**src/rtl/ptw_pkg.sv**
```systemverilog
package ptw_pkg;
  localparam int CTRL_W   = 16;
  localparam int ADDR_W   = 8;
  localparam int ADDR_LSB = 8;
  localparam int DATA_BIT = 7;

  typedef enum logic [2:0] {
    ST_IDLE,
    ST_CLR,
    ST_SETUP,
    ST_HIGH,
    ST_LOW
  } seqState_t;

  typedef struct packed {
    logic load;
    logic clearAll;
    logic loadBit;
    logic strobeSet;
    logic strobeClr;
    logic shift;
  } dpCmd_t;
endpackage

```
**src/rtl/ptw_ctrl.sv**
```systemverilog
module ptw_ctrl
  import ptw_pkg::*;
#(
  parameter int LEN_W       = 6,
  parameter int PHASE_W     = 4,
  parameter bit CLEAR_FIRST = 1'b1
) (
  input  logic               clk,
  input  logic               rstN,
  input  logic               reqValid,
  input  logic [LEN_W-1:0]   reqLen,
  input  logic [PHASE_W-1:0] holdCycles,
  output dpCmd_t             cmd,
  output logic               busy,
  output logic               done
);
  seqState_t state, nxtState;
  logic [PHASE_W-1:0] phaseCnt, holdLat, holdLim;
  logic [LEN_W-1:0]   bitCnt, lenLat;
  logic               doneQ, accept, phaseEnd, lastBit;

  assign holdLim  = (holdLat == '0) ? '0 : holdLat - 1'b1;
  assign phaseEnd = (phaseCnt == holdLim);
  assign lastBit  = (bitCnt == lenLat - 1'b1);
  assign accept   = (state == ST_IDLE) && reqValid && (reqLen != '0);

  always_comb begin
    nxtState = state;
    case (state)
      ST_IDLE:  if (accept) nxtState = CLEAR_FIRST ? ST_CLR : ST_SETUP;
      ST_CLR:   nxtState = ST_SETUP;
      ST_SETUP: if (phaseEnd) nxtState = ST_HIGH;
      ST_HIGH:  if (phaseEnd) nxtState = ST_LOW;
      ST_LOW:   if (phaseEnd) nxtState = lastBit ? ST_IDLE : ST_SETUP;
      default:  nxtState = ST_IDLE;
    endcase
  end

  always_comb begin
    cmd           = '0;
    cmd.load      = accept;
    cmd.clearAll  = (state == ST_CLR);
    cmd.loadBit   = (state == ST_SETUP) && (phaseCnt == '0);
    cmd.strobeSet = (state == ST_HIGH) && (phaseCnt == '0);
    cmd.strobeClr = (state == ST_LOW) && (phaseCnt == '0);
    cmd.shift     = (state == ST_LOW) && phaseEnd;
  end

  always_ff @(posedge clk or negedge rstN) begin
    if (!rstN) begin
      state    <= ST_IDLE;
      phaseCnt <= '0;
      holdLat  <= '0;
      lenLat   <= '0;
      bitCnt   <= '0;
      doneQ    <= 1'b0;
    end else begin
      state <= nxtState;
      doneQ <= (state == ST_LOW) && phaseEnd && lastBit;
      if (accept) begin
        holdLat  <= holdCycles;
        lenLat   <= reqLen;
        bitCnt   <= '0;
        phaseCnt <= '0;
      end else if (state != nxtState) begin
        phaseCnt <= '0;
      end else if (state != ST_IDLE) begin
        phaseCnt <= phaseCnt + 1'b1;
      end
      if ((state == ST_LOW) && phaseEnd) bitCnt <= bitCnt + 1'b1;
    end
  end

  assign busy = (state != ST_IDLE);
  assign done = doneQ;


  accept_busy_chk: assert property (@(posedge clk) disable iff (!rstN)
    (!busy && reqValid && reqLen != '0) |=> busy);

  zero_len_chk: assert property (@(posedge clk) disable iff (!rstN)
    (!busy && reqValid && reqLen == '0) |=> (!busy && !done));

  done_pulse_chk: assert property (@(posedge clk) disable iff (!rstN)
    done |=> !done);

  done_idle_chk: assert property (@(posedge clk) disable iff (!rstN)
    done |-> !busy);
endmodule

```
**src/rtl/ptw_datapath.sv**
```systemverilog
module ptw_datapath
  import ptw_pkg::*;
#(
  parameter int NUM_PORTS = 4,
  parameter int DATA_W    = 32,
  localparam int PORT_W   = (NUM_PORTS > 1) ? $clog2(NUM_PORTS) : 1
) (
  input  logic              clk,
  input  logic              rstN,
  input  dpCmd_t            cmd,
  input  logic [PORT_W-1:0] reqPort,
  input  logic [ADDR_W-1:0] reqAddr,
  input  logic [DATA_W-1:0] reqData,
  output logic [CTRL_W-1:0] ctrlReg
);
  logic [ADDR_W-1:0]    curAddr, addrF;
  logic [DATA_W-1:0]    shiftData;
  logic [PORT_W-1:0]    portSel;
  logic                 dataF;
  logic [NUM_PORTS-1:0] strobeF;

  always_ff @(posedge clk or negedge rstN) begin
    if (!rstN) begin
      curAddr   <= '0;
      shiftData <= '0;
      portSel   <= '0;
      addrF     <= '0;
      dataF     <= 1'b0;
    end else begin
      if (cmd.load) begin
        curAddr   <= reqAddr;
        shiftData <= reqData;
        portSel   <= reqPort;
      end else if (cmd.shift) begin
        curAddr   <= curAddr + 1'b1;
        shiftData <= shiftData >> 1;
      end
      if (cmd.clearAll) begin
        addrF <= '0;
        dataF <= 1'b0;
      end else if (cmd.loadBit) begin
        addrF <= curAddr;
        dataF <= shiftData[0];
      end
    end
  end

  for (genvar p = 0; p < NUM_PORTS; p++) begin : g_strobe
    always_ff @(posedge clk or negedge rstN) begin
      if (!rstN) begin
        strobeF[p] <= 1'b0;
      end else if (cmd.clearAll) begin
        strobeF[p] <= 1'b0;
      end else if (portSel == PORT_W'(p)) begin
        if (cmd.loadBit || cmd.strobeClr) strobeF[p] <= 1'b0;
        else if (cmd.strobeSet)           strobeF[p] <= 1'b1;
      end
    end
  end

  always_comb begin
    ctrlReg = '0;
    ctrlReg[ADDR_LSB +: ADDR_W] = addrF;
    ctrlReg[DATA_BIT] = dataF;
    for (int p = 0; p < NUM_PORTS; p++) ctrlReg[2*p] = strobeF[p];
  end


  strobe_onehot_chk: assert property (@(posedge clk) disable iff (!rstN)
    $onehot0(strobeF));

  field_hold_chk: assert property (@(posedge clk) disable iff (!rstN)
    (|strobeF) |-> $stable({addrF, dataF}));
endmodule

```
**src/rtl/ptw_target.sv**
```systemverilog
module ptw_target
  import ptw_pkg::*;
#(
  parameter int NUM_PORTS = 4,
  localparam int PORT_W   = (NUM_PORTS > 1) ? $clog2(NUM_PORTS) : 1,
  localparam int ENTRIES  = 1 << ADDR_W
) (
  input  logic                 clk,
  input  logic                 rstN,
  input  logic [NUM_PORTS-1:0] strobeVec,
  input  logic [ADDR_W-1:0]    bitAddr,
  input  logic                 bitVal,
  input  logic [PORT_W-1:0]    rdPort,
  input  logic [ADDR_W-1:0]    rdAddr,
  output logic                 rdBit
);
  logic [ENTRIES-1:0]   paramArr [NUM_PORTS];
  logic [NUM_PORTS-1:0] prevStb;

  for (genvar p = 0; p < NUM_PORTS; p++) begin : g_port
    always_ff @(posedge clk or negedge rstN) begin
      if (!rstN) begin
        paramArr[p] <= '0;
        prevStb[p]  <= 1'b0;
      end else begin
        prevStb[p] <= strobeVec[p];
        if (strobeVec[p] && !prevStb[p]) paramArr[p][bitAddr] <= bitVal;
      end
    end
  end

  assign rdBit = paramArr[rdPort][rdAddr];
endmodule

```
**src/rtl/phy_tune_writer.sv**
```systemverilog
module phy_tune_writer
  import ptw_pkg::*;
#(
  parameter int NUM_PORTS   = 4,
  parameter int DATA_W      = 32,
  parameter int PHASE_W     = 4,
  parameter bit CLEAR_FIRST = 1'b1,
  localparam int PORT_W     = (NUM_PORTS > 1) ? $clog2(NUM_PORTS) : 1,
  localparam int LEN_W      = $clog2(DATA_W + 1)
) (
  input  logic               clk,
  input  logic               rstN,
  input  logic               reqValid,
  input  logic [PORT_W-1:0]  reqPort,
  input  logic [ADDR_W-1:0]  reqAddr,
  input  logic [DATA_W-1:0]  reqData,
  input  logic [LEN_W-1:0]   reqLen,
  input  logic [PHASE_W-1:0] holdCycles,
  output logic               busy,
  output logic               done,
  output logic [CTRL_W-1:0]  ctrlReg,
  input  logic [PORT_W-1:0]  rdPort,
  input  logic [ADDR_W-1:0]  rdAddr,
  output logic               rdBit
);
  dpCmd_t               cmd;
  logic [NUM_PORTS-1:0] strobeVec;

  ptw_ctrl #(
    .LEN_W(LEN_W), .PHASE_W(PHASE_W), .CLEAR_FIRST(CLEAR_FIRST)
  ) u_ctrl (
    .clk(clk), .rstN(rstN), .reqValid(reqValid), .reqLen(reqLen),
    .holdCycles(holdCycles), .cmd(cmd), .busy(busy), .done(done)
  );

  ptw_datapath #(
    .NUM_PORTS(NUM_PORTS), .DATA_W(DATA_W)
  ) u_dp (
    .clk(clk), .rstN(rstN), .cmd(cmd), .reqPort(reqPort),
    .reqAddr(reqAddr), .reqData(reqData), .ctrlReg(ctrlReg)
  );

  for (genvar p = 0; p < NUM_PORTS; p++) begin : g_tap
    assign strobeVec[p] = ctrlReg[2*p];
  end

  ptw_target #(
    .NUM_PORTS(NUM_PORTS)
  ) u_tgt (
    .clk(clk), .rstN(rstN), .strobeVec(strobeVec),
    .bitAddr(ctrlReg[ADDR_LSB +: ADDR_W]), .bitVal(ctrlReg[DATA_BIT]),
    .rdPort(rdPort), .rdAddr(rdAddr), .rdBit(rdBit)
  );
endmodule

```
**config.mk**
```make
export PLATFORM = sky130hd
export DESIGN_NAME = phy_tune_writer
export DESIGN_NICKNAME = d
export VERILOG_FILES = /design/src/rtl/ptw_pkg.sv /design/src/rtl/ptw_ctrl.sv /design/src/rtl/ptw_datapath.sv /design/src/rtl/ptw_target.sv /design/src/rtl/phy_tune_writer.sv
export SDC_FILE = /design/constraint.sdc
export NUM_CORES = 2
export LEC_CHECK = 0
export ABC_AREA = 1
export BUFFER_PORTS_ARGS = -buffer_cell sky130_fd_sc_hd__buf_2
export CAP_MARGIN = 30
export CORE_AREA = 2 2 463 465
export CTS_CLUSTER_SIZE = 14
export DETAILED_ROUTE_END_ITERATION = 12
export DIE_AREA = 0 0 465 467
export HOLD_SLACK_MARGIN = 0.1
export PLACE_DENSITY_LB_ADDON = 0.1
export SLEW_MARGIN = 20
export SYNTH_ARGS = -nofsm -noshare
export SYNTH_HDL_FRONTEND = slang
export SYNTH_SLANG_ARGS = --single-unit
```
**constraint.sdc**
```tcl
create_clock -name clk -period 3.6 [get_ports clk]
set_clock_uncertainty 0.2 [all_clocks]
set_input_delay 0.9 -clock clk [delete_from_list [all_inputs] [get_ports clk]]
set_output_delay 0.9 -clock clk [all_outputs]
set_load 0.01 [all_outputs]
```
After elaboration in Yosys (flattened, before gate mapping)
Cells that the tools add are included.
{"block": "totals", "latchBits": 0, "regBits": 1107, "inputBits": 65, "elab_cells": 119, "mem_count": 0, "out_inout_bits": 19, "ram_bits": 0, "mem_bits_ro": 0}
{"block": "classes", "eq_ne": 10, "bitwise": 1, "reduce_logical": 35, "n_mux": 41, "div_mod_pow": 0, "multipliers": 0, "n_addsub": 5, "shifts": 0, "magnitude_cmp": 4}
{"op": "$bwmux W256", "n": 4}
{"op": "$bmux W256 S2", "n": 1}
{"op": "$mux W256", "n": 2}
{"op": "$mux W32", "n": 2}
{"op": "$mux W8", "n": 4}
{"op": "$lt A8 B9 Y1 const B", "n": 2}
{"op": "$mux W4", "n": 4}
{"op": "$pmux W3 S5", "n": 1}
{"op": "$mux W1", "n": 14}
{"op": "$logic_and A1 B1 Y1", "n": 12}
{"op": "$mux W3", "n": 4}
{"op": "$mux W6", "n": 2}
{"op": "$reduce_bool A2 Y1", "n": 6}
{"op": "$reduce_bool A3 Y1", "n": 3}
{"op": "$add A8 B1 Y8 const B", "n": 1}
{"op": "$bmux W1 S8", "n": 1}
{"op": "$demux W1 S8", "n": 1}
{"op": "$ge A8 B1 Y1 const B", "n": 1}
{"op": "$logic_not A4 Y1", "n": 2}
{"op": "$reduce_and A2 Y1", "n": 4}
{"op": "$add A6 B1 Y6 const B", "n": 1}
{"op": "$eq A3 B2 Y1 const B", "n": 2}
{"op": "$eq A6 B6 Y1", "n": 1}
{"op": "$reduce_bool A6 Y1", "n": 1}
{"op": "other kinds (16)", "n": 20}

Depth between registers and ports, before layout
{"block": "depth", "ltp_word": 8, "ltp_mapped": 16, "depth_no_buf": 13}

Hierarchy
From an unflattened synthesis, not the netlist that was laid out.
{"block": "hier_totals", "cells_unflattened": 7399, "hier_area_um2": 55224.2}
{"module": "ptw_target", "cells_each": 6921, "seq_area_each_um2": 25724.7, "n_inst": 1, "area_per_inst_um2": 51194.1}
{"module": "ptw_datapath", "cells_each": 290, "seq_area_each_um2": 1376.3, "n_inst": 1, "area_per_inst_um2": 2549.9}
{"module": "ptw_ctrl", "cells_each": 188, "seq_area_each_um2": 600.6, "n_inst": 1, "area_per_inst_um2": 1480.2}

Least setup slack after synthesis
Ideal clock, no wire load.
{"block": "synth_timing", "path_type": "input -> output", "start": "in rdPort[0]", "end": "out rdBit", "arrival_time_ps": 2171, "path_buffers": 3, "required_ps": 2500, "cell_stages": 16, "path_slack_ps": 329, "cell_sequence": "buf_6 inv_6 buf_6 buf_2 nand2_1 nand3_1 nand3_1 nand3_1 nand3_1 nand3_1 nand3_1 nand2_1 nand2_1 nand3_1 nand3_1 nand2_1"}
{"block": "synth_via", "elab_chain_cells": 6}
{"item": "from (decl)", "line_no": "phy_tune_writer.sv:22", "text": "input logic [PORT_W-1:0] rdPort,"}
{"item": "$not A2 Y3 (not written as such)", "line_no": "ptw_target.sv:32", "text": "assign rdBit = paramArr[rdPort][rdAddr];"}
{"item": "$bmux W256 S2", "line_no": "ptw_target.sv:32"}
{"item": "$mux W256 (not written as such) (2 in a row)", "line_no": "ptw_target.sv:32"}
{"item": "$bmux W1 S8", "line_no": "ptw_target.sv:32"}
{"item": "$mux W1 (not written as such)", "line_no": "ptw_target.sv:32"}
{"item": "to (decl)", "line_no": "phy_tune_writer.sv:24", "text": "output logic rdBit"}
No other way between the ends. The select of a mux whose other input is x is not followed.

Worst setup path in the final report
{"block": "layout_timing", "start": "in rdAddr[1]", "end": "out rdBit"}
{"block": "layout_via", "elab_chain_cells": 2}
{"item": "from (decl)", "line_no": "phy_tune_writer.sv:23", "text": "input logic [ADDR_W-1:0] rdAddr,"}
{"item": "$bmux W1 S8", "line_no": "ptw_target.sv:32"}
{"item": "$mux W1 (not written as such)", "line_no": "ptw_target.sv:32"}
No other way between the ends. The select of a mux whose other input is x is not followed.

==> out/metrics.csv <==
stage;metric;value;unit
critical_path;Startpoint Class;primary input;
grt;initial antenna violation count;10;
status;failing checks;negative setup slack;
clocking;H-Tree Depth;4;
die;Rows;169;
timing;RSZ-0062 raised after global routing;yes;
timing;Final Max Slew Viols;0;
route;Routed Wire Length;223;mm
route;DRT Pass-1 Iters;6;
logic_synthesis;Synth Instances;7373;
logic_synthesis;main combinational cell family by area after synthesis;simple AND/OR/NAND/NOR gates;
flow_run;max_cap viols;0;
logic_synthesis;Synth Cell Area;54800;sq um
logic_synthesis;Synth top area share;50.6;%
logic_synthesis;Synth area leader;dfrtp_1;
clocking;CTS tree;done;
clocking;CTS Buf Count;141;
logic_synthesis;sequential area share after synthesis;50.6;%
critical_path;Arr. time, crit path;2.95;ns
critical_path;CP required;2.50;ns
timing;part of the cycle the worst path needs;112;%
route;# DRC;0;
timing;Final WS setup;-0.446;ns
logic_synthesis;Synth Area per Inst;7.43;sq um
logic_synthesis;Synth Area in XOR/XNOR;0.368;%
die;die area;217000;sq um
route;met2 wire length;102;mm
critical_path;CP Max Fanout;17;
timing;final count of negative-setup-slack endpoints;1;
critical_path;Register-to-Register Path Depth;6;
clocking;Longest Clk Path Bufs;3;
cells_and_area;area added between synthesis and finish;25.6;%
worst_hold_path;Worst Hold Launch;reqData[9];
route;Via density;4.90;
grt;largest net degree at the start of global routing;102;
grt;vias in the first global route;50600;
cells_and_area;Nets;7607;
logic_synthesis;EDFF count, synth;0;
grt;GRT overflow;0;
die;Die X;465;um
clocking;CTS sink count;1107;
route;Wirelength per Cell;21.3;um
clocking;clk slew on worst S/H paths;0.05;ns
worst_hold_path;HP Class;primary input to flip-flop;
logic_synthesis;Post-synth top cells;nand2_1, nand3_1, dfrtp_1;
logic_synthesis;Distinct cells, synth;38;
timing;Slew @ Worst Pin;1.03;ns
critical_path;CP Capture Type;output pin;
pwr;PD cells;425;nW/um^2
grt;first-pass GRT wire length;336;mm
cells_and_area;Cell Count, Final, Fillers Out;10500;
timing;setup_tns;-0.446;ns
route;ANT nets after route;0;
route;met1 WL;105;mm
timing;Achievable Freq;247;MHz
cells_and_area;layout cells sized above 1;13.0;%
grt;gr usage total;20.2;%
route;met3 wire len;9.97;mm
timing;Slew HR;31.5;%
logic_synthesis;synthesis-stage register bit count;1107;
die;Starting Density;25.9;%
logic_synthesis;Synth async-reset ratio;100;%
logic_synthesis;Adder-Cell Fraction of Synth Area;0.114;%
critical_path;R2R Path Start;u_dp.addrF[1];
placement;post-DP HPWL;130;mm
die;core area;212000;sq um
route;top routing layer in use;met5;
die;# IOs;84;
logic_synthesis;Most used DFF post-synth;dfrtp_1;
logic_synthesis;Compound-Gate Fraction of Synth Area;10.6;%
pwr;leak pwr;28.0;nW
logic_synthesis;total number of yosys warnings;0;
clocking;Clock Root Buffer;clkbuf_16;
timing;Fin. Hold Viols;0;
placement;Cells after DPL;10100;
die;Die Ht;467;um
route;Initial DRC Count;4557;
placement;routability-driven placement congestion ratio;0.782;
critical_path;Worst R2R Setup Slack;0.70;ns
logic_synthesis;simple-gate share of the synthesized area;33.6;%
worst_hold_path;Hold EP;u_dp.shiftData[9];
route;via count;51300;
logic_synthesis;post-synthesis mux area share;0.0594;%
clocking;Clk Latency, worst-skew pair;0.79;ns
status;status;finished with violations;
logic_synthesis;top cells by area, synth;dfrtp_1, nand2_1, nand3_1, o21ai_0, nor2_1;
logic_synthesis;top-count cell post-synth;nand2_1;
critical_path;R2R Path End;u_tgt.paramArr[48];
pwr;peak supply drop;435;uV
worst_hold_path;hold path depth;3;
placement;Port Buffers;80;
critical_path;CP Class;primary input to output pin;
timing;Tmin final;4.05;ns
==> sequential cells by signal, summed over array words and instances, names as in the netlist, 3 cells and up <==
register / count
u_ctrl.lenLat: 6
u_ctrl.state: 3
u_dp.shiftData: 32
u_dp.addrF: 8
u_ctrl.holdLat: 4
u_ctrl.bitCnt: 6
u_ctrl.phaseCnt: 4
u_tgt.prevStb: 4
u_tgt.paramArr: 1024
u_dp.curAddr: 8
u_dp.ctrlReg: 4
==> routing by layer <==
layer / vias to the layer above / track usage [%]
li1: 24600 / -
met1: 25200 / 28.1
met2: 1221 / 32.7
met3: 278 / 2.66
met4: 2 / 5.74
met5: - / 0
==> final cells by class <==
type	instances	area [sq um]
Fill cell	22500	143000
Inverter	68	318
Timing Repair inverter	1	30.0
Sequential cell	1107	27700
Clock inverter	38	454
Tap cell	2821	3530
Multi-Input combinational cell	5692	25900
Antenna cell	5	12.5
Timing Repair Buffer	526	6600
Clock buffer	207	4210
==> power breakdown <==
part	internal (mW)	switching [mW]
Combinational	0.813	1.38
Clock	8.71	5.90
Sequential	12.4	0
==> timing repair <==
item	CTS	global route
endpoints found under the setup margin	1	1
gates cloned	24	12
pin swaps	75	95
endpoints found under the hold margin	24	0
resized for setup	241	151
hold buffers	8	0
buffers inserted	25	10
==> worst max-delay path, stage by stage <==
cell     delay, ns
buf_4         0.18
inv_4         0.17
buf_4         0.22
buf_12        0.25
nand3_1       0.14
nand3_1       0.16
nand3_2       0.16
nand3_2       0.17
nand2_2       0.10
nand2_2       0.07
nand3_2       0.07
nand3_2       0.08
nand2_4       0.09
buf_6         0.13
==> stage by stage <==
| step | hold slack [ns] | util, % | setup slack, ns | instance area, sq um | power (mW) |
|---|---|---|---|---|---|
| 4_1_cts | 0.100 | 32.0 | -0.434 | 67700 | 29.6 |
| 2_1_floorplan | 0.253 | - | 0.329 | 54800 | 13.3 |
| 6_report | 0.167 | 32.5 | -0.446 | 68800 | 29.2 |
| 5_1_grt | 0.142 | 32.5 | -0.486 | 68800 | 30.3 |
| 3_3_place_gp | 0.218 | 28.8 | -1.09 | 60900 | 14.5 |
| 3_5_place_dp | 0.227 | 28.8 | -1.05 | 60900 | 14.5 |
==> cells by family (layout without fill, tap and decap cells) <==
family	after synthesis	after routing
other	1	8
XOR/XNOR	23	23
multiplexers	3	3
AO/OA/AOI/OAI	1142	1142
buffers and inverters	576	840
AND/OR/NAND/NOR	4516	4516
adder cells (fa/ha/maj)	5	5
flip-flops	1107	1107
==> worst max-delay path by stage <==
stage | startpoint | to | cells past startpoint
after global placement | rdPort[1] | rdBit | 17
after floorplan | rdPort[0] | rdBit | 16
after CTS | rdPort[0] | rdBit | 19
after global routing | rdPort[0] | rdBit | 18
after detailed placement | rdPort[1] | rdBit | 17
final | rdAddr[1] | rdBit | 14
==> layout by cell type, fill, tap and decap left out, types with 74 or more instances in the layout <==
master        n
buf_12      136
buf_2        74
buf_4       235
clkbuf_16   162
dfrtp_1    1107
nand2_1    3043
nand3_1     917
nand3_2     164
nor2_1      297
o21ai_0     983
No activity file was read; power rests on OpenSTA's default activity.
